===== config.mk =====
export PLATFORM = sky130hd
export DESIGN_NAME = tpat_engine
export DESIGN_NICKNAME = d
export VERILOG_FILES = /design/src/rtl/tpat_pkg.sv /design/src/rtl/tpat_ctrl.sv /design/src/rtl/tpat_lane.sv /design/src/rtl/tpat_capture.sv /design/src/rtl/tpat_engine.sv
export SDC_FILE = /design/constraint.sdc
export NUM_CORES = 1
export LEC_CHECK = 0
export ABC_AREA = 1
export CAP_MARGIN = 20
export CORE_MARGIN = 1.5
export CORE_UTILIZATION = 47
export DETAILED_ROUTE_END_ITERATION = 7
export GPL_TIMING_DRIVEN = 0
export PLACE_DENSITY = 0.76
export SLEW_MARGIN = 20
export SYNTH_ARGS = -nofsm -noshare
export SYNTH_HDL_FRONTEND = slang
export SYNTH_HIERARCHICAL = 1
export SYNTH_SLANG_ARGS = --single-unit

===== constraint.sdc =====
create_clock -name clk -period 3 [get_ports clk]
set_clock_uncertainty 0.15 [all_clocks]
set_input_delay 0.6 -clock clk [delete_from_list [all_inputs] [get_ports clk]]
set_output_delay 0.6 -clock clk [all_outputs]
set_load 0.005 [all_outputs]

===== src/rtl/tpat_pkg.sv =====
package tpat_pkg;

    localparam int LANE_W = 32;

    typedef enum logic [1:0] {
        ST_IDLE = 2'd0,
        ST_GEN  = 2'd1,
        ST_CHK  = 2'd2
    } tp_state_e;

    typedef enum logic [2:0] {
        PAT_INC  = 3'b000,
        PAT_DEC  = 3'b001,
        PAT_ZERO = 3'b010,
        PAT_ONE  = 3'b011,
        PAT_LFSR = 3'b100
    } tp_pat_e;

    // Fibonacci LFSR, x^32 + x^22 + x^2 + x + 1, shifting toward the MSB
    function automatic logic [LANE_W-1:0] lfsr32_step(input logic [LANE_W-1:0] s);
        logic fb;
        fb = s[31] ^ s[21] ^ s[1] ^ s[0];
        return {s[30:0], fb};
    endfunction

endpackage


===== src/rtl/tpat_ctrl.sv =====
module tpat_ctrl
    import tpat_pkg::*;
(
    input  logic      clk,
    input  logic      rst_n,
    input  logic      start_i,
    input  logic      check_mode_i,
    input  logic      gen_ready_i,
    input  logic      chk_valid_i,
    output tp_state_e state_o,
    output logic      gen_valid_o,
    output logic      beat_o,
    output logic      chk_beat_o
);

    tp_state_e state_q;
    tp_state_e state_d;
    tp_state_e start_target;

    assign start_target = check_mode_i ? ST_CHK : ST_GEN;

    // State register
    always_ff @(posedge clk) begin
        if (!rst_n) begin
            state_q <= ST_IDLE;
        end else begin
            state_q <= state_d;
        end
    end

    // Next-state logic
    always_comb begin
        state_d = state_q;
        unique case (state_q)
            ST_IDLE: if (start_i) state_d = start_target;
            ST_GEN:  if (start_i) state_d = start_target;
            ST_CHK:  if (start_i) state_d = start_target;
            default: state_d = ST_IDLE;
        endcase
    end

    // Outputs: a start strobe in the same cycle drops the beat
    always_comb begin
        gen_valid_o = 1'b0;
        beat_o      = 1'b0;
        chk_beat_o  = 1'b0;
        unique case (state_q)
            ST_IDLE: begin
                beat_o = 1'b0;
            end
            ST_GEN: begin
                gen_valid_o = 1'b1;
                beat_o      = gen_ready_i & ~start_i;
            end
            ST_CHK: begin
                beat_o     = chk_valid_i & ~start_i;
                chk_beat_o = chk_valid_i & ~start_i;
            end
            default: begin
                beat_o = 1'b0;
            end
        endcase
    end

    assign state_o = state_q;

endmodule


===== src/rtl/tpat_lane.sv =====
module tpat_lane
    import tpat_pkg::*;
#(
    parameter int          LANE_IDX = 0,
    parameter logic [31:0] SEED     = 32'hACE12468
) (
    input  logic              clk,
    input  logic              rst_n,
    input  logic              restart_i,
    input  logic              adv_i,
    input  logic [2:0]        sel_i,
    input  logic [LANE_W-1:0] widx_i,
    output logic [LANE_W-1:0] word_o
);

    localparam logic [LANE_W-1:0] LANE_SEED = SEED + LANE_W'(LANE_IDX);

    logic [LANE_W-1:0] lfsr_q;
    logic [LANE_W-1:0] count_val;

    always_ff @(posedge clk) begin
        if (!rst_n || restart_i) begin
            lfsr_q <= LANE_SEED;
        end else if (adv_i) begin
            lfsr_q <= lfsr32_step(lfsr_q);
        end
    end

    assign count_val = widx_i + LANE_W'(LANE_IDX);

    always_comb begin
        unique case (sel_i)
            PAT_INC:  word_o = count_val;
            PAT_DEC:  word_o = ~count_val;
            PAT_ZERO: word_o = '0;
            PAT_ONE:  word_o = '1;
            PAT_LFSR: word_o = lfsr_q;
            default:  word_o = '0;
        endcase
    end

endmodule


===== src/rtl/tpat_capture.sv =====
module tpat_capture #(
    parameter int DATA_W = 128,
    parameter int CNT_W  = 57,
    parameter int STEP   = 16
) (
    input  logic              clk,
    input  logic              rst_n,
    input  logic              restart_i,
    input  logic              beat_i,
    input  logic              chk_beat_i,
    input  logic [DATA_W-1:0] exp_i,
    input  logic [DATA_W-1:0] got_i,
    output logic [CNT_W-1:0]  byte_cnt_o,
    output logic              vfail_o,
    output logic [CNT_W-1:0]  fail_addr_o,
    output logic [DATA_W-1:0] fail_exp_o,
    output logic [DATA_W-1:0] fail_got_o
);

    logic mismatch;
    logic first_hit;

    assign mismatch  = chk_beat_i & (exp_i != got_i);
    assign first_hit = mismatch & ~vfail_o;

    always_ff @(posedge clk) begin
        if (!rst_n || restart_i) begin
            byte_cnt_o <= '0;
        end else if (beat_i) begin
            byte_cnt_o <= byte_cnt_o + CNT_W'(STEP);
        end
    end

    always_ff @(posedge clk) begin
        if (!rst_n || restart_i) begin
            vfail_o     <= 1'b0;
            fail_addr_o <= '0;
            fail_exp_o  <= '0;
            fail_got_o  <= '0;
        end else if (first_hit) begin
            vfail_o     <= 1'b1;
            fail_addr_o <= byte_cnt_o;
            fail_exp_o  <= exp_i;
            fail_got_o  <= got_i;
        end
    end

endmodule


===== src/rtl/tpat_engine.sv =====
module tpat_engine
    import tpat_pkg::*;
#(
    parameter int          LANES = 4,
    parameter int          CNT_W = 57,
    parameter logic [31:0] SEED  = 32'hACE12468
) (
    input  logic                      clk,
    input  logic                      rst_n,
    input  logic                      start_i,
    input  logic                      check_mode_i,
    input  logic [2:0]                pat_sel_i,
    input  logic                      gen_ready_i,
    output logic                      gen_valid_o,
    output logic [LANES*LANE_W-1:0]   gen_data_o,
    input  logic                      chk_valid_i,
    input  logic [LANES*LANE_W-1:0]   chk_data_i,
    output logic [CNT_W-1:0]          byte_cnt_o,
    output logic                      vfail_o,
    output logic [CNT_W-1:0]          fail_addr_o,
    output logic [LANES*LANE_W-1:0]   fail_exp_o,
    output logic [LANES*LANE_W-1:0]   fail_got_o
);

    localparam int DATA_W    = LANES * LANE_W;
    localparam int BYTE_STEP = DATA_W / 8;

    tp_state_e          state;
    logic               beat;
    logic               chk_beat;
    logic [2:0]         sel_q;
    logic [LANE_W-1:0]  widx_q;
    logic [DATA_W-1:0]  pat_w;

    tpat_ctrl u_ctrl (
        .clk          (clk),
        .rst_n        (rst_n),
        .start_i      (start_i),
        .check_mode_i (check_mode_i),
        .gen_ready_i  (gen_ready_i),
        .chk_valid_i  (chk_valid_i),
        .state_o      (state),
        .gen_valid_o  (gen_valid_o),
        .beat_o       (beat),
        .chk_beat_o   (chk_beat)
    );

    // Pattern select is sampled with the start strobe only
    always_ff @(posedge clk) begin
        if (!rst_n) begin
            sel_q <= PAT_INC;
        end else if (start_i) begin
            sel_q <= pat_sel_i;
        end
    end

    // Index of lane 0 for the current beat
    always_ff @(posedge clk) begin
        if (!rst_n || start_i) begin
            widx_q <= '0;
        end else if (beat && state != ST_IDLE) begin
            widx_q <= widx_q + LANE_W'(LANES);
        end
    end

    for (genvar k = 0; k < LANES; k++) begin : g_lane
        tpat_lane #(
            .LANE_IDX (k),
            .SEED     (SEED)
        ) u_lane (
            .clk       (clk),
            .rst_n     (rst_n),
            .restart_i (start_i),
            .adv_i     (beat),
            .sel_i     (sel_q),
            .widx_i    (widx_q),
            .word_o    (pat_w[k*LANE_W +: LANE_W])
        );
    end

    assign gen_data_o = pat_w;

    tpat_capture #(
        .DATA_W (DATA_W),
        .CNT_W  (CNT_W),
        .STEP   (BYTE_STEP)
    ) u_capture (
        .clk         (clk),
        .rst_n       (rst_n),
        .restart_i   (start_i),
        .beat_i      (beat),
        .chk_beat_i  (chk_beat),
        .exp_i       (pat_w),
        .got_i       (chk_data_i),
        .byte_cnt_o  (byte_cnt_o),
        .vfail_o     (vfail_o),
        .fail_addr_o (fail_addr_o),
        .fail_exp_o  (fail_exp_o),
        .fail_got_o  (fail_got_o)
    );

endmodule


==> results.md <==
Run status:
- The run finished, with violations left.
- The final reports fail on negative setup slack.

Pwr:
- Across the VDD grid, the largest voltage drop is 0.440 mV.
- The analysis attributes to net switching a power of 4.61 mW.
- In this run the static leakage power is 16.3 nW.
- In this run, the combinational gates consume 15.3% of the power.
- The sequential share of power is 40.6%.
- Internal power comes to 12.8 mW.
- Power spread over the standard cell area amounts to 418 mW/mm^2.
- Total power for the finished layout comes to 17.4 mW.
- Of the total power, the clock network draws 44.0%.
- The switching power as a share of total power is 26.4%.

Clock network:
- The clock net in this run drives a total of 526 sinks.
- The clock root buffer is sky130_fd_sc_hd__clkbuf_16.
- Counting along the longest clock path gives a buffer depth of 3.
- TritonCTS created 55 clock buffers.
- After clock tree synthesis, the clock-pin slew on the worst setup and hold paths is 0.06 ns.
- The number of buffers inserted by hold repair at cts is 0.
- The TritonCTS clock tree is done.
- The clock latency of the later-clocked register in the worst-skew pair is 0.64 ns.
- The level count of the clock H-tree is 2.

GRT:
- The largest net degree at the start of global routing is 21.
- The sum of overflow across all layers after global routing is 0.
- The via count of the first global-routing pass came to 31900.
- The first global-routing pass estimated 184 mm of wire.
- The number of antenna violations at the first check in global routing is 3.
- Global routing used 34.9% of the available tracks across all layers.

Yosys:
- The dominant register cell in the synthesized netlist is sky130_fd_sc_hd__dfxtp_1.
- The synthesized design contains 0 enable-type register cells.
- The async set or reset register ratio after synthesis is 0%.
- The number of warnings reported in the yosys synthesis log is 6.
- Yosys mapped the design onto 48 distinct sky130hd cell types.
- The synthesized design contains 526 register bits.
- In this run the cell area of the synthesized design comes to 0.0310 mm^2.
- The share of the Yosys chip area taken by registers is 34.0%.
- The number of instances in the synthesized netlist is 4986.
- A synthesized cell averages 6.21 um^2.

Setup path:
- The maximum fanout along the worst path is 10.
- The slack of the worst reg-to-reg path is -0.51 ns.
- The startpoint of the worst register-to-register path is sel_q[2].
- The worst setup path is launched from a flip-flop.
- The worst register-to-register path has a depth of 17.
- The critical path class is flip-flop to flip-flop.
- The element type at the critical path end is a flip-flop.
- The data required time of the worst path is 3.36 ns.
- The arrival time reported for the critical path endpoint is 3.87 ns.
- In this run the critical register-to-register path is captured at u_capture/fail_exp_o[8].

Final layout:
- In the final layout, the share of cells above drive strength 1 is 10.1%.
- The number of nets in the layout is 5896.
- Relative to the synthesized area, the layout overhead comes to 34.9%.

Route:
- The number of vias per cell after detailed routing is 5.32.
- The total number of vias is 35400.
- The remaining antenna violation count after routing is 0.
- The initial DRC count is 3299.
- The total detailed-routing wirelength is 123 mm.
- After detailed routing, the number of remaining DRC violations is 0.
- For this run, the detailed router's first-pass iteration total came to 7.
- The post-detailed-route wirelength per cell is 18.5 um.

STA:
- The final critical path takes up 117% of the cycle.
- Setup total negative slack on the finished layout was measured at -167.23 ns.
- Timing would allow up to 285 MHz.
- Once routing completed, OpenROAD measured the worst setup slack at -0.505 ns.
- The actual slew at the worst max-slew pin is 1.08 ns.
- The final number of max-transition violations is 0.
- The shortest period the worst path allows is 3.51 ns.
- Setup repair after global routing could not meet its margin everywhere.
- Final hold analysis gives a worst-case slack of 0.323 ns.
- Measured against its own limit, the worst slew margin works out to 28.0%.
- The final count of negative-setup-slack endpoints is 431.
- The total count of hold-check failures in the final report is 0.

Hold path:
- The worst hold path terminates at g_lane[3].u_lane/lfsr_q[13].
- The worst hold path cell count is 2.
- The startpoint of the lowest-slack hold path is g_lane[3].u_lane/lfsr_q[12].
- The class of the tightest hold or removal check is flip-flop to flip-flop.

Flow run:
- The tool flagged a number of max-cap violations equal to 0.

Die:
- The number of top-level pins is 637.
- After floorplanning, the core was sized to cover 0.0648 mm^2.
- The die covers 0.0674 mm^2.
- The initial core utilization is 47.8%.
- The horizontal die dimension is 260 um.
- The die is 260 um tall.
- The initialized floorplan defines 93 standard-cell rows.

Place:
- The final RePlAce weighted congestion is 0.974.
- Detailed placement finished with a half-perimeter wire length of 90.6 mm.
- The count of buffers added on input and output ports is 628.
-- critical path, cell delays in order, from the launching register on --
cell and delay [ns]:
sky130_fd_sc_hd__dfxtp_4 0.41, sky130_fd_sc_hd__buf_8 0.17, sky130_fd_sc_hd__nor3_4 0.33, sky130_fd_sc_hd__buf_4 0.23, sky130_fd_sc_hd__nand2_1 0.06, sky130_fd_sc_hd__nand4_1 0.26
sky130_fd_sc_hd__xnor2_1 0.16, sky130_fd_sc_hd__nand2_1 0.09, sky130_fd_sc_hd__nor2_1 0.16, sky130_fd_sc_hd__nand2_1 0.11, sky130_fd_sc_hd__nor2_4 0.16, sky130_fd_sc_hd__nand2_4 0.11
sky130_fd_sc_hd__nor2_4 0.17, sky130_fd_sc_hd__nand2_8 0.13, sky130_fd_sc_hd__buf_8 0.21, sky130_fd_sc_hd__buf_4 0.20, sky130_fd_sc_hd__a21oi_1 0.17, sky130_fd_sc_hd__nor2_1 0.07
-- per-layer routing --
metal	vias to the layer above	global-route usage, %	part of all wire, %
met4	0	15.7	4.7
met2	1594	57.5	46
met3	300	6.29	8.6
met1	16300	44.3	40
met5	-	0	0
li1	17200	-	-
-- cell families after synthesis --
kind of cell	synth area share (%)
AND/OR/NAND/NOR	40.8
buffers and inverters	12.2
AO/OA/AOI/OAI	9.14
flip-flops	34.0
XOR/XNOR	3.40
adder cells (fa/ha/maj)	0.323
other	0.0243
multiplexers	0.0647
-- cell type report --
type / count / area, um^2
repair buffers: 680 / 6710
inverters: 594 / 2240
plain buffers: 270 / 1810
diodes: 2 / 5.00
well taps: 855 / 1070
flip-flops and latches: 526 / 10600
multi-input cells: 3624 / 17300
clock buffers: 76 / 1620
fillers: 6031 / 23100
clock inverters: 24 / 417
-- sequential cells by signal (all words and copies together), names as in the netlist --
register,cells
g_lane.u_lane/lfsr_q,128
u_capture/byte_cnt_o,53
u_ctrl/state_o,2
sel_q,3
u_capture/vfail_o,1
widx_q,30
u_capture/fail_addr_o,53
u_capture/fail_got_o,128
u_capture/fail_exp_o,128
-- cell usage after synthesis (all sizes together) (9+ instances only) --
cell / instances / area (um^2)
nand3b: 25 / 188
o21ai: 67 / 335
nand2: 1551 / 5900
a21oi: 444 / 2230
inv: 588 / 2210
nor4: 11 / 75.1
o21bai: 9 / 67.6
nor2: 618 / 2600
nor3: 34 / 228
dfxtp: 526 / 10500
xor2: 29 / 254
nand3: 568 / 2930
clkbuf: 115 / 432
xnor2: 91 / 797
buf: 155 / 1120
nand4: 94 / 588
-- cells in the final DEF (no fill, tap or decap), types with 88 or more instances in the layout --
cell	instances
sky130_fd_sc_hd__dfxtp_1	495
sky130_fd_sc_hd__nand3_1	514
sky130_fd_sc_hd__buf_4	89
sky130_fd_sc_hd__nand2_1	1523
sky130_fd_sc_hd__clkdlybuf4s50_1	599
sky130_fd_sc_hd__xnor2_1	88
sky130_fd_sc_hd__clkbuf_1	100
sky130_fd_sc_hd__inv_1	548
sky130_fd_sc_hd__nor2_1	552
sky130_fd_sc_hd__nand4_1	94
sky130_fd_sc_hd__a21oi_1	410
-- power groups by stage --
| stage | combinational, mW | clock [mW] | sequential, mW |
|---|---|---|---|
| CTS | 2.60 | 7.76 | 7.08 |
| floorplan | 1.26 | 0 | 7.24 |
| detailed placement | 2.43 | 0 | 7.25 |
| finish | 2.67 | 7.67 | 7.09 |
| global route | 2.88 | 8.03 | 7.09 |
| global placement | 2.42 | 0 | 7.25 |
-- timing repair --
action                     CTS  global route
setup buffers               39            10
pin swaps                   30            10
setup endpoints to repair  631           441
cloned                       0             3
resized for setup          222            84
-- metrics by stage --
step                      utilization (%)  instances  instance area, um^2  setup slack [ns]
after floorplan                         -       5014                31100            0.0687
after global placement               59.3       6497                38400             -1.64
after detailed placement             59.3       6497                38400             -1.70
after CTS                            63.7       6636                41300            -0.401
after global routing                 64.4       6650                41800            -0.588
final                                64.4       6651                41800            -0.505
-- worst max-delay path by stage --
| stage | end | start | slack [ns] |
|---|---|---|---|
| 2_1_floorplan | u_capture/fail_exp_o[114] | sel_q[2] | 0.07 |
| 4_1_cts | gen_data_o[81] | sel_q[1] | -0.40 |
| 5_1_grt | u_capture/fail_exp_o[69] | sel_q[2] | -0.59 |
| 3_5_place_dp | u_capture/fail_got_o[66] | sel_q[2] | -1.70 |
| 6_report | u_capture/fail_exp_o[8] | sel_q[2] | -0.51 |
| 3_3_place_gp | u_capture/fail_got_o[112] | sel_q[2] | -1.64 |
(Power assumes the default switching activity.)
